===== src/rtl/vlc_pkg.sv =====
package vlc_pkg;

  typedef enum logic {
    STD_SHORT = 1'b0,
    STD_LONG  = 1'b1
  } vstd_e;

  // Raw index at which the position jumps backward, derived from the
  // frame length and the landing value so the tail reaches all-ones exactly
  // on the last line.
  function automatic int unsigned jump_line(input int unsigned lines,
                                            input int unsigned land,
                                            input int unsigned vis_w);
    return lines - ((32'd1 << vis_w) - land);
  endfunction

endpackage


===== src/rtl/vlc_std_latch.sv =====
module vlc_std_latch
  import vlc_pkg::*;
(
  input  logic  clk,
  input  logic  rst_n,
  input  logic  pal_sel,
  input  logic  wrap,
  output vstd_e std_q
);

  always_ff @(posedge clk) begin
    if (!rst_n)
      std_q <= vstd_e'(pal_sel);
    else if (wrap)
      std_q <= vstd_e'(pal_sel);
  end

endmodule


===== src/rtl/vlc_line_index.sv =====
module vlc_line_index
  import vlc_pkg::*;
#(
  parameter int unsigned SHORT_LINES = 262,
  parameter int unsigned LONG_LINES  = 313,
  parameter int unsigned IDX_W       = 9
) (
  input  logic             clk,
  input  logic             rst_n,
  input  logic             line_end,
  input  vstd_e            std_q,
  output logic [IDX_W-1:0] idx,
  output logic             wrap,
  output logic             frame_start
);

  localparam logic [IDX_W-1:0] SHORT_LAST = IDX_W'(SHORT_LINES - 1);
  localparam logic [IDX_W-1:0] LONG_LAST  = IDX_W'(LONG_LINES - 1);

  logic [IDX_W-1:0] last;
  assign last = (std_q == STD_LONG) ? LONG_LAST : SHORT_LAST;
  assign wrap = line_end && (idx == last);

  always_ff @(posedge clk) begin
    if (!rst_n) begin
      idx         <= '0;
      frame_start <= 1'b0;
    end else begin
      frame_start <= wrap;
      if (wrap)
        idx <= '0;
      else if (line_end)
        idx <= idx + 1'b1;
    end
  end

  a_r3_idx_in_frame: assert property (@(posedge clk) disable iff (!rst_n)
    idx <= last);

  a_r2_idx_hold: assert property (@(posedge clk) disable iff (!rst_n)
    !line_end |=> $stable(idx));

  a_r8_start_at_top: assert property (@(posedge clk) disable iff (!rst_n)
    frame_start |-> (idx == '0));

endmodule


===== src/rtl/vlc_visible_count.sv =====
module vlc_visible_count
  import vlc_pkg::*;
#(
  parameter int unsigned SHORT_LINES = 262,
  parameter int unsigned LONG_LINES  = 313,
  parameter int unsigned SHORT_LAND  = 8'hE5,
  parameter int unsigned LONG_LAND   = 8'hCA,
  parameter int unsigned IDX_W       = 9,
  parameter int unsigned VIS_W       = 8
) (
  input  logic             clk,
  input  logic             rst_n,
  input  logic             line_end,
  input  logic             wrap,
  input  vstd_e            std_q,
  input  logic [IDX_W-1:0] idx,
  output logic [VIS_W-1:0] vpos
);

  localparam int unsigned SHORT_JMP = jump_line(SHORT_LINES, SHORT_LAND, VIS_W);
  localparam int unsigned LONG_JMP  = jump_line(LONG_LINES, LONG_LAND, VIS_W);

  logic [IDX_W-1:0] jmp_at;
  logic [VIS_W-1:0] land;
  assign jmp_at = (std_q == STD_LONG) ? IDX_W'(LONG_JMP) : IDX_W'(SHORT_JMP);
  assign land   = (std_q == STD_LONG) ? VIS_W'(LONG_LAND) : VIS_W'(SHORT_LAND);

  always_ff @(posedge clk) begin
    if (!rst_n)
      vpos <= '0;
    else if (wrap)
      vpos <= '0;
    else if (line_end && (idx + 1'b1 == jmp_at))
      vpos <= land;
    else if (line_end)
      vpos <= vpos + 1'b1;
  end

  // position before the jump tracks the low bits of the raw index
  a_r4_head_follows_idx: assert property (@(posedge clk) disable iff (!rst_n)
    (idx < jmp_at) |-> (vpos == idx[VIS_W-1:0]));

  // position after the jump is offset from the landing value
  a_r5_tail_offset: assert property (@(posedge clk) disable iff (!rst_n)
    (idx >= jmp_at) |-> (vpos == VIS_W'(idx - jmp_at) + land));

  a_r2_vpos_hold: assert property (@(posedge clk) disable iff (!rst_n)
    !line_end |=> $stable(vpos));

endmodule


===== src/rtl/vlc_blank_flag.sv =====
module vlc_blank_flag
  import vlc_pkg::*;
#(
  parameter int unsigned SHORT_LINES  = 262,
  parameter int unsigned LONG_LINES   = 313,
  parameter int unsigned ACTIVE_LINES = 224,
  parameter int unsigned IDX_W        = 9
) (
  input  logic             clk,
  input  logic             rst_n,
  input  logic             line_end,
  input  vstd_e            std_q,
  input  logic [IDX_W-1:0] idx,
  output logic             vblank
);

  localparam logic [IDX_W-1:0] SET_BEFORE = IDX_W'(ACTIVE_LINES - 1);
  localparam logic [IDX_W-1:0] SHORT_CLR  = IDX_W'(SHORT_LINES - 2);
  localparam logic [IDX_W-1:0] LONG_CLR   = IDX_W'(LONG_LINES - 2);

  logic [IDX_W-1:0] clr_before;
  assign clr_before = (std_q == STD_LONG) ? LONG_CLR : SHORT_CLR;

  always_ff @(posedge clk) begin
    if (!rst_n)
      vblank <= 1'b0;
    else if (line_end && idx == SET_BEFORE)
      vblank <= 1'b1;
    else if (line_end && idx == clr_before)
      vblank <= 1'b0;
  end

  a_r6_clear_in_active: assert property (@(posedge clk) disable iff (!rst_n)
    vblank |-> (idx >= IDX_W'(ACTIVE_LINES)));

  a_r7_only_last_clear: assert property (@(posedge clk) disable iff (!rst_n)
    (!vblank && idx >= IDX_W'(ACTIVE_LINES)) |-> (idx == clr_before + 1'b1));

endmodule


===== src/rtl/vline_counter.sv =====
module vline_counter
  import vlc_pkg::*;
#(
  parameter int unsigned SHORT_LINES  = 262,
  parameter int unsigned LONG_LINES   = 313,
  parameter int unsigned SHORT_LAND   = 8'hE5,
  parameter int unsigned LONG_LAND    = 8'hCA,
  parameter int unsigned ACTIVE_LINES = 224,
  parameter int unsigned VIS_W        = 8,
  parameter int unsigned IDX_W        = $clog2((LONG_LINES > SHORT_LINES) ? LONG_LINES : SHORT_LINES)
) (
  input  logic             clk,
  input  logic             rst_n,
  input  logic             line_end,
  input  logic             pal_sel,
  output logic [VIS_W-1:0] vpos,
  output logic             vblank,
  output logic             frame_start,
  output logic [IDX_W-1:0] line_idx
);

  vstd_e std_q;
  logic  wrap;

  vlc_std_latch u_std (
    .clk     (clk),
    .rst_n   (rst_n),
    .pal_sel (pal_sel),
    .wrap    (wrap),
    .std_q   (std_q)
  );

  vlc_line_index #(
    .SHORT_LINES (SHORT_LINES),
    .LONG_LINES  (LONG_LINES),
    .IDX_W       (IDX_W)
  ) u_idx (
    .clk         (clk),
    .rst_n       (rst_n),
    .line_end    (line_end),
    .std_q       (std_q),
    .idx         (line_idx),
    .wrap        (wrap),
    .frame_start (frame_start)
  );

  vlc_visible_count #(
    .SHORT_LINES (SHORT_LINES),
    .LONG_LINES  (LONG_LINES),
    .SHORT_LAND  (SHORT_LAND),
    .LONG_LAND   (LONG_LAND),
    .IDX_W       (IDX_W),
    .VIS_W       (VIS_W)
  ) u_vis (
    .clk      (clk),
    .rst_n    (rst_n),
    .line_end (line_end),
    .wrap     (wrap),
    .std_q    (std_q),
    .idx      (line_idx),
    .vpos     (vpos)
  );

  vlc_blank_flag #(
    .SHORT_LINES  (SHORT_LINES),
    .LONG_LINES   (LONG_LINES),
    .ACTIVE_LINES (ACTIVE_LINES),
    .IDX_W        (IDX_W)
  ) u_vb (
    .clk      (clk),
    .rst_n    (rst_n),
    .line_end (line_end),
    .std_q    (std_q),
    .idx      (line_idx),
    .vblank   (vblank)
  );

  a_r9_std_moves_at_wrap: assert property (@(posedge clk) disable iff (!rst_n)
    (std_q != $past(std_q)) |-> frame_start);

  a_r8_single_pulse: assert property (@(posedge clk) disable iff (!rst_n)
    frame_start |=> !frame_start);

  a_r7_top_is_clear: assert property (@(posedge clk) disable iff (!rst_n)
    frame_start |-> !vblank);

endmodule


===== config.mk =====
export PLATFORM = sky130hd
export DESIGN_NAME = vline_counter
export DESIGN_NICKNAME = d
export VERILOG_FILES = /design/src/rtl/vlc_pkg.sv /design/src/rtl/vlc_std_latch.sv /design/src/rtl/vlc_line_index.sv /design/src/rtl/vlc_visible_count.sv /design/src/rtl/vlc_blank_flag.sv /design/src/rtl/vline_counter.sv
export SDC_FILE = /design/constraint.sdc
export NUM_CORES = 1
export LEC_CHECK = 0
export ABC_AREA = 1
export BUFFER_PORTS_ARGS = -buffer_cell sky130_fd_sc_hd__buf_4
export CAP_MARGIN = 25
export CORE_MARGIN = 2
export CORE_UTILIZATION = 55
export CTS_BUF_LIST = sky130_fd_sc_hd__clkbuf_4
export DETAILED_ROUTE_END_ITERATION = 8
export MAX_ROUTING_LAYER = met4
export PLACE_DENSITY = 0.88
export SYNTH_ARGS = -nofsm -noshare
export SYNTH_HDL_FRONTEND = slang
export SYNTH_SLANG_ARGS = --single-unit
export TNS_END_PERCENT = 5

===== constraint.sdc =====
create_clock -name clk -period 2.5 [get_ports clk]
set_clock_uncertainty 0.05 [all_clocks]
set_input_delay 0.125 -clock clk [delete_from_list [all_inputs] [get_ports clk]]
set_output_delay 0.125 -clock clk [all_outputs]
set_load 0.05 [all_outputs]

# After elaboration in Yosys (flattened, before gate mapping)
# Index checks and enable logic that the tools add are counted.
[word_totals]
register_bits = 20
latch_bits = 0
ram_bits = 0
rom_bits = 0
inputBits = 4
output_inout_bits = 19
elab_cells = 30
n_memories = 0
[classes]
addsub = 2
mul = 0
div_mod_pow = 0
magnitude_cmp = 0
eq_ne = 5
n_shift = 0
muxes = 10
bitwise_logic = 1
reduce_logical = 7
[ops]
columns = ["cell", "n"]
rows = [
  ["$eq A9 B9 Y1", 3],
  ["$mux W6", 3],
  ["$mux W8", 2],
  ["$add A9 B1 Y9 const B", 1],
  ["$eq A9 B8 Y1 const B", 1],
  ["$mux W9", 1],
  ["$add A8 B1 Y8 const B", 1],
  ["$logic_and A1 B1 Y1", 4],
  ["$mux W1", 4],
  ["$reduce_bool A2 Y1", 2],
  ["$ne A2 B1 Y1 const B", 1],
  ["$reduce_or A2 Y1", 1],
  ["$not A1 Y1", 1],
]

# Logic depth before layout (Yosys ltp)
[depth]
ltp_word = 5
depth_mapped = 14
ltp_nobuf = 14

# By module
# A second synthesis with hierarchy kept.
[hier_totals]
hier_cells = 187
hier_area_um2 = 1239.9
[by_module_without_submodules]
columns = ["mod", "instances", "cells_each", "area_each_um2", "seq_area_each_um2"]
rows = [
  ["vlc_visible_count", 1, 89, 555.5, 160.2],
  ["vlc_line_index", 1, 71, 524.3, 200.2],
  ["vlc_blank_flag", 1, 24, 122.6, 20.0],
  ["vlc_std_latch", 1, 3, 37.5, 30.0],
]

# Least setup slack after synthesis
# No wires, ideal clock.
[synth_path]
path_type = "flip-flop to flip-flop"
startpoint = "reg u_idx.idx[0]"
endpoint = "reg u_vis.vpos[3]"
setup_ns = 0.109
arrival_ns = 1.935
t_required_ns = 2.341
setup_slack_ns = 0.406
stages_incl_launch_ff = 15
path_buffers = 0
period_less_slack_ns = 2.094
cell_sequence = "dfxtp_1 > ha_1 > nand3_2 > inv_2 > nand2_1 > nand2_1 > nand2_1 > nor2_1 > nand2_1 > nand2_1 > nand3_4 > nand2_1 > nand3_1 > nand2_1 > inv_1"
[synth_between]
elab_chain_cells = 4
word_cells_on_any_way = 8
classes_between = "add/sub (1); eq/ne (2); mux (1); reduce/logical (4)"
[synth_rtl]
columns = ["item", "line", "text"]
rows = [
  ["start, declared", "vlc_line_index.sv:12", "output logic [IDX_W-1:0] idx,"],
  ["start signal, assigned", "vlc_line_index.sv:33", "idx <= idx + 1'b1;"],
  ["$add A9 B1 Y9", "vlc_visible_count.sv:33", "else if (line_end && (idx + 1'b1 == jmp_at))"],
  ["$eq A9 B9 Y1", "vlc_visible_count.sv:33", ""],
  ["$logic_and A1 B1 Y1", "vlc_visible_count.sv:33", ""],
  ["$mux W8 / $reduce_bool A2 Y1 (equally long branches)", "-", ""],
  ["end signal, assigned", "vlc_visible_count.sv:34", "vpos <= land;"],
  ["end signal, assigned", "vlc_visible_count.sv:36", "vpos <= vpos + 1'b1;"],
  ["end, declared", "vlc_visible_count.sv:17", "output logic [VIS_W-1:0] vpos"],
]
# Several ways; a longest one is shown, not always the timed one.
# A chain may end at the register's enable or synchronous reset.

# Worst setup path after layout
[layout_path]
startpoint = "reg u_idx.idx[1]"
endpoint = "reg u_vis.vpos[1]"
# The elaborated chain is that of the path after synthesis.

==> run metrics <==
status=completed; EDFF count, synth=1; Post-synth top cells=nand2_1 (49), dfxtp_1 (19), inv_1 (18); Ports=23; most frequent cell after synthesis=nand2_1; min-delay worst type=input port to register; total number of yosys warnings=0; Critical Path Sink Type=register; critical path depth in cells=14; initial cell density of the core=between 50% and 60%; # rows=17; slew margin rel.=about two thirds; Final Hold Fails=0; most used cell, CP=nand2_1; Peak VDD IR=slightly below 0.3 mV; fin util=between 60% and 70%; Hold Slack=around 0.036 ns; area fraction of the dominant cell type after synthesis=28.95%; Core Box Area=about 2200 µm²; CTS root buffer=clkbuf_4; Final setup viols=0; pwr dens=about 440 nW/µm²; RSZ-0062 raised after global routing=false; Area contributors post-synth=dfxtp_1 (29%), nand2_1 (14%), nand3_1 (5.3%), inv_1 (5.1%), a21oi_1 (4.6%); largest net degree at the start of global routing=23; Worst R2R Start=u_idx.idx[1]; n_diodes=0; Antenna Nets Post-Route=0; DP HPWL=2362 µm; Max Freq=around 0.45 GHz; Reg2Reg Depth=14; Mapped Area=about 1300 µm²; drt total wl=roughly 3000 µm; mux share of post-synthesis cell area=0%; Final TNS setup=0 ns; post-synthesis simple-gate area fraction=37.81%; gpl congestion=~0.89; die area=about 2800 µm²; Slowest Stage Delay on Critical Path=0.62 ns; clk buf depth=2; Least-Margin Pin Slew=0.4703 ns; hold path start=rst_n; CP Buf/Inv Count=2; pre-CTS setup slack=around 0.36 ns; compound-gate portion of the synthesized area=13.52%; quantity of gates resized following cts=0; Max Slew Vio Count=0; Routed wire per std cell=about 13 µm; GRT overflow=0; DRT iter0 DRCs=33; register area share after synthesis=a little under a third; Global Route Usage Sum=between 20 and 30%; global-route wire length before repair=5257 µm; main combinational cell family by area after synthesis=simple AND/OR/NAND/NOR gates; DR WL met2=1558 µm; Max FO, Critical Path=11; CTS tree=built; Post-synth ARST share=0%; CP Cell Sequence=ha_1, nand3_2, inv_2, nand2_1, nand2_1, nand2_1, nor2_1, nand2_1, nand2_1, nand3_4, nand2_1, nand3_1, nand2_1, inv_1; die width=52.88 µm; total number of vias=1345; Post-Synth Adder-Cell Area=~2.9%; met3 wire len=190 µm; vias per cell=5.558; Worst Setup SP=u_idx.idx[1]; Top Metal Used=met4; I/O Buffers=22; number of synthesized register bits=20; later-pin clock latency in the skew report=approximately 0.3 ns; max-cap viol count=0; setup ws final=roughly 0.29 ns; met1 wire length=roughly 1300 µm; slowest CP cell=dfxtp_1; Netlist cell types=30; hold depth=3; Setup crit start kind=register; layout cells sized above 1=22.43%; Clock transition at path regs=about 0.12 ns; Hold Path Sink=u_vb.vblank; Top FF cell, synth=dfxtp_1; Post-CTS Setup Inserts=0; FF-to-FF End=u_vis.vpos[1]; initial antenna violation count=0; CTS Buf Count=3; Syn Inst Count=193; worst setup path class=register to register; CTS H-tree lvls=1; Final period util=88.46%; DRT Pass-1 Iters=4; minimum clock period=~2.2 ns; CP arrival=about 2.4 ns; vias in the first global route=around 1400; delay-heaviest family, CP=simple AND/OR/NAND/NOR gates; cell leakage power=0.6820 nW; hold-fix buffers at CTS=1; area leader, netlist=dfxtp_1; syn_nets=200; area grow syn2layout=14.57%; clk sinks=20; die height=roughly 53 µm; nets=222; Worst EP required=approximately 2.7 ns; Post-Synth XOR/XNOR Area=roughly 4.0%; Mean Syn Cell Area=between 6 and 7 µm²; flop2flop setup slack=0.29 ns; residual DRC count=0
cell families (layout without fill, tap and decap cells):
family / count (synthesis) / in the layout
buffers and inverters: 30 / 51
AOI/OAI and AO/OA: 30 / 30
DFF: 20 / 20
xor gates and xnor gates: 6 / 6
adders and majority gates: 3 / 3
and+or+nand+nor: 104 / 104
layer usage:
metal	track usage, %	vias up
li1	-	674
met1	27.71	603
met2	46.25	56
met3	3.390	12
met4	10.68	0
met5	-	-
through the flow:
stage	instances	total power, mW	area, µm²
2_1_floorplan	193	0.4675	1314
5_1_grt	242	0.6978	1505
4_1_cts	242	0.6690	1505
6_report	242	0.6681	1505
3_3_place_gp	237	0.4969	1465
3_5_place_dp	237	0.5004	1465
layout make-up:
| type | count | area, µm² |
|---|---|---|
| multi-input combinational | 143 | 764.5 |
| fill | 193 | 728.2 |
| sequential | 20 | 410.4 |
| timing repair buffer | 23 | 175.2 |
| inverter | 24 | 90.09 |
| tap | 28 | 35.03 |
| clock buffer | 4 | 30.03 |
where the power goes:
group,leakage [nW],internal [mW],total [mW],switching [mW]
Combinational,0.499,0.0432,0.139,0.0959
Clock,0.0184,0.0729,0.172,0.0987
Sequential,0.165,0.334,0.357,0.0231
Total,0.682,0.450,0.668,0.218
worst reg2reg max path, stage by stage (launching register included):
cell	delay, ns
dfxtp_1	0.62
ha_1	0.29
nand3_2	0.14
inv_2	0.12
nand2_1	0.07
nand2_1	0.06
nand2_1	0.07
nor2_1	0.11
nand2_1	0.08
nand2_1	0.11
nand3_4	0.13
nand2_1	0.09
nand3_1	0.06
nand2_1	0.07
inv_1	0.04
state kept, by name (all words and copies together), names as in the netlist:
signal             flops
u_idx.frame_start      1
u_idx.idx              9
u_std.std_q            1
u_vb.vblank            1
u_vis.vpos             8
how the worst max path moves through the flow:
stage | end
global route | u_vis.vpos[3]
global placement | u_vis.vpos[1]
detailed placement | u_vis.vpos[1]
floorplan | u_vis.vpos[3]
finish | u_vis.vpos[1]
CTS | u_vis.vpos[1]
cell usage in the layout (no fill, tap or decap), drive strengths merged:
cell / n
dlygate4sd3: 1
nand4: 7
xor2: 5
o2111ai: 2
inv: 23
nor3: 3
ha: 3
clkbuf: 4
edfxtp: 1
o21ai: 9
or4: 1
nor2: 19
or2: 2
o21bai: 1
dfxtp: 19
clkinv: 1
xnor2: 1
buf: 22
a31oi: 1
nand2: 55
a21oi: 15
nand3: 17
a211oi: 2
No activity file was read; power rests on OpenSTA's default activity.
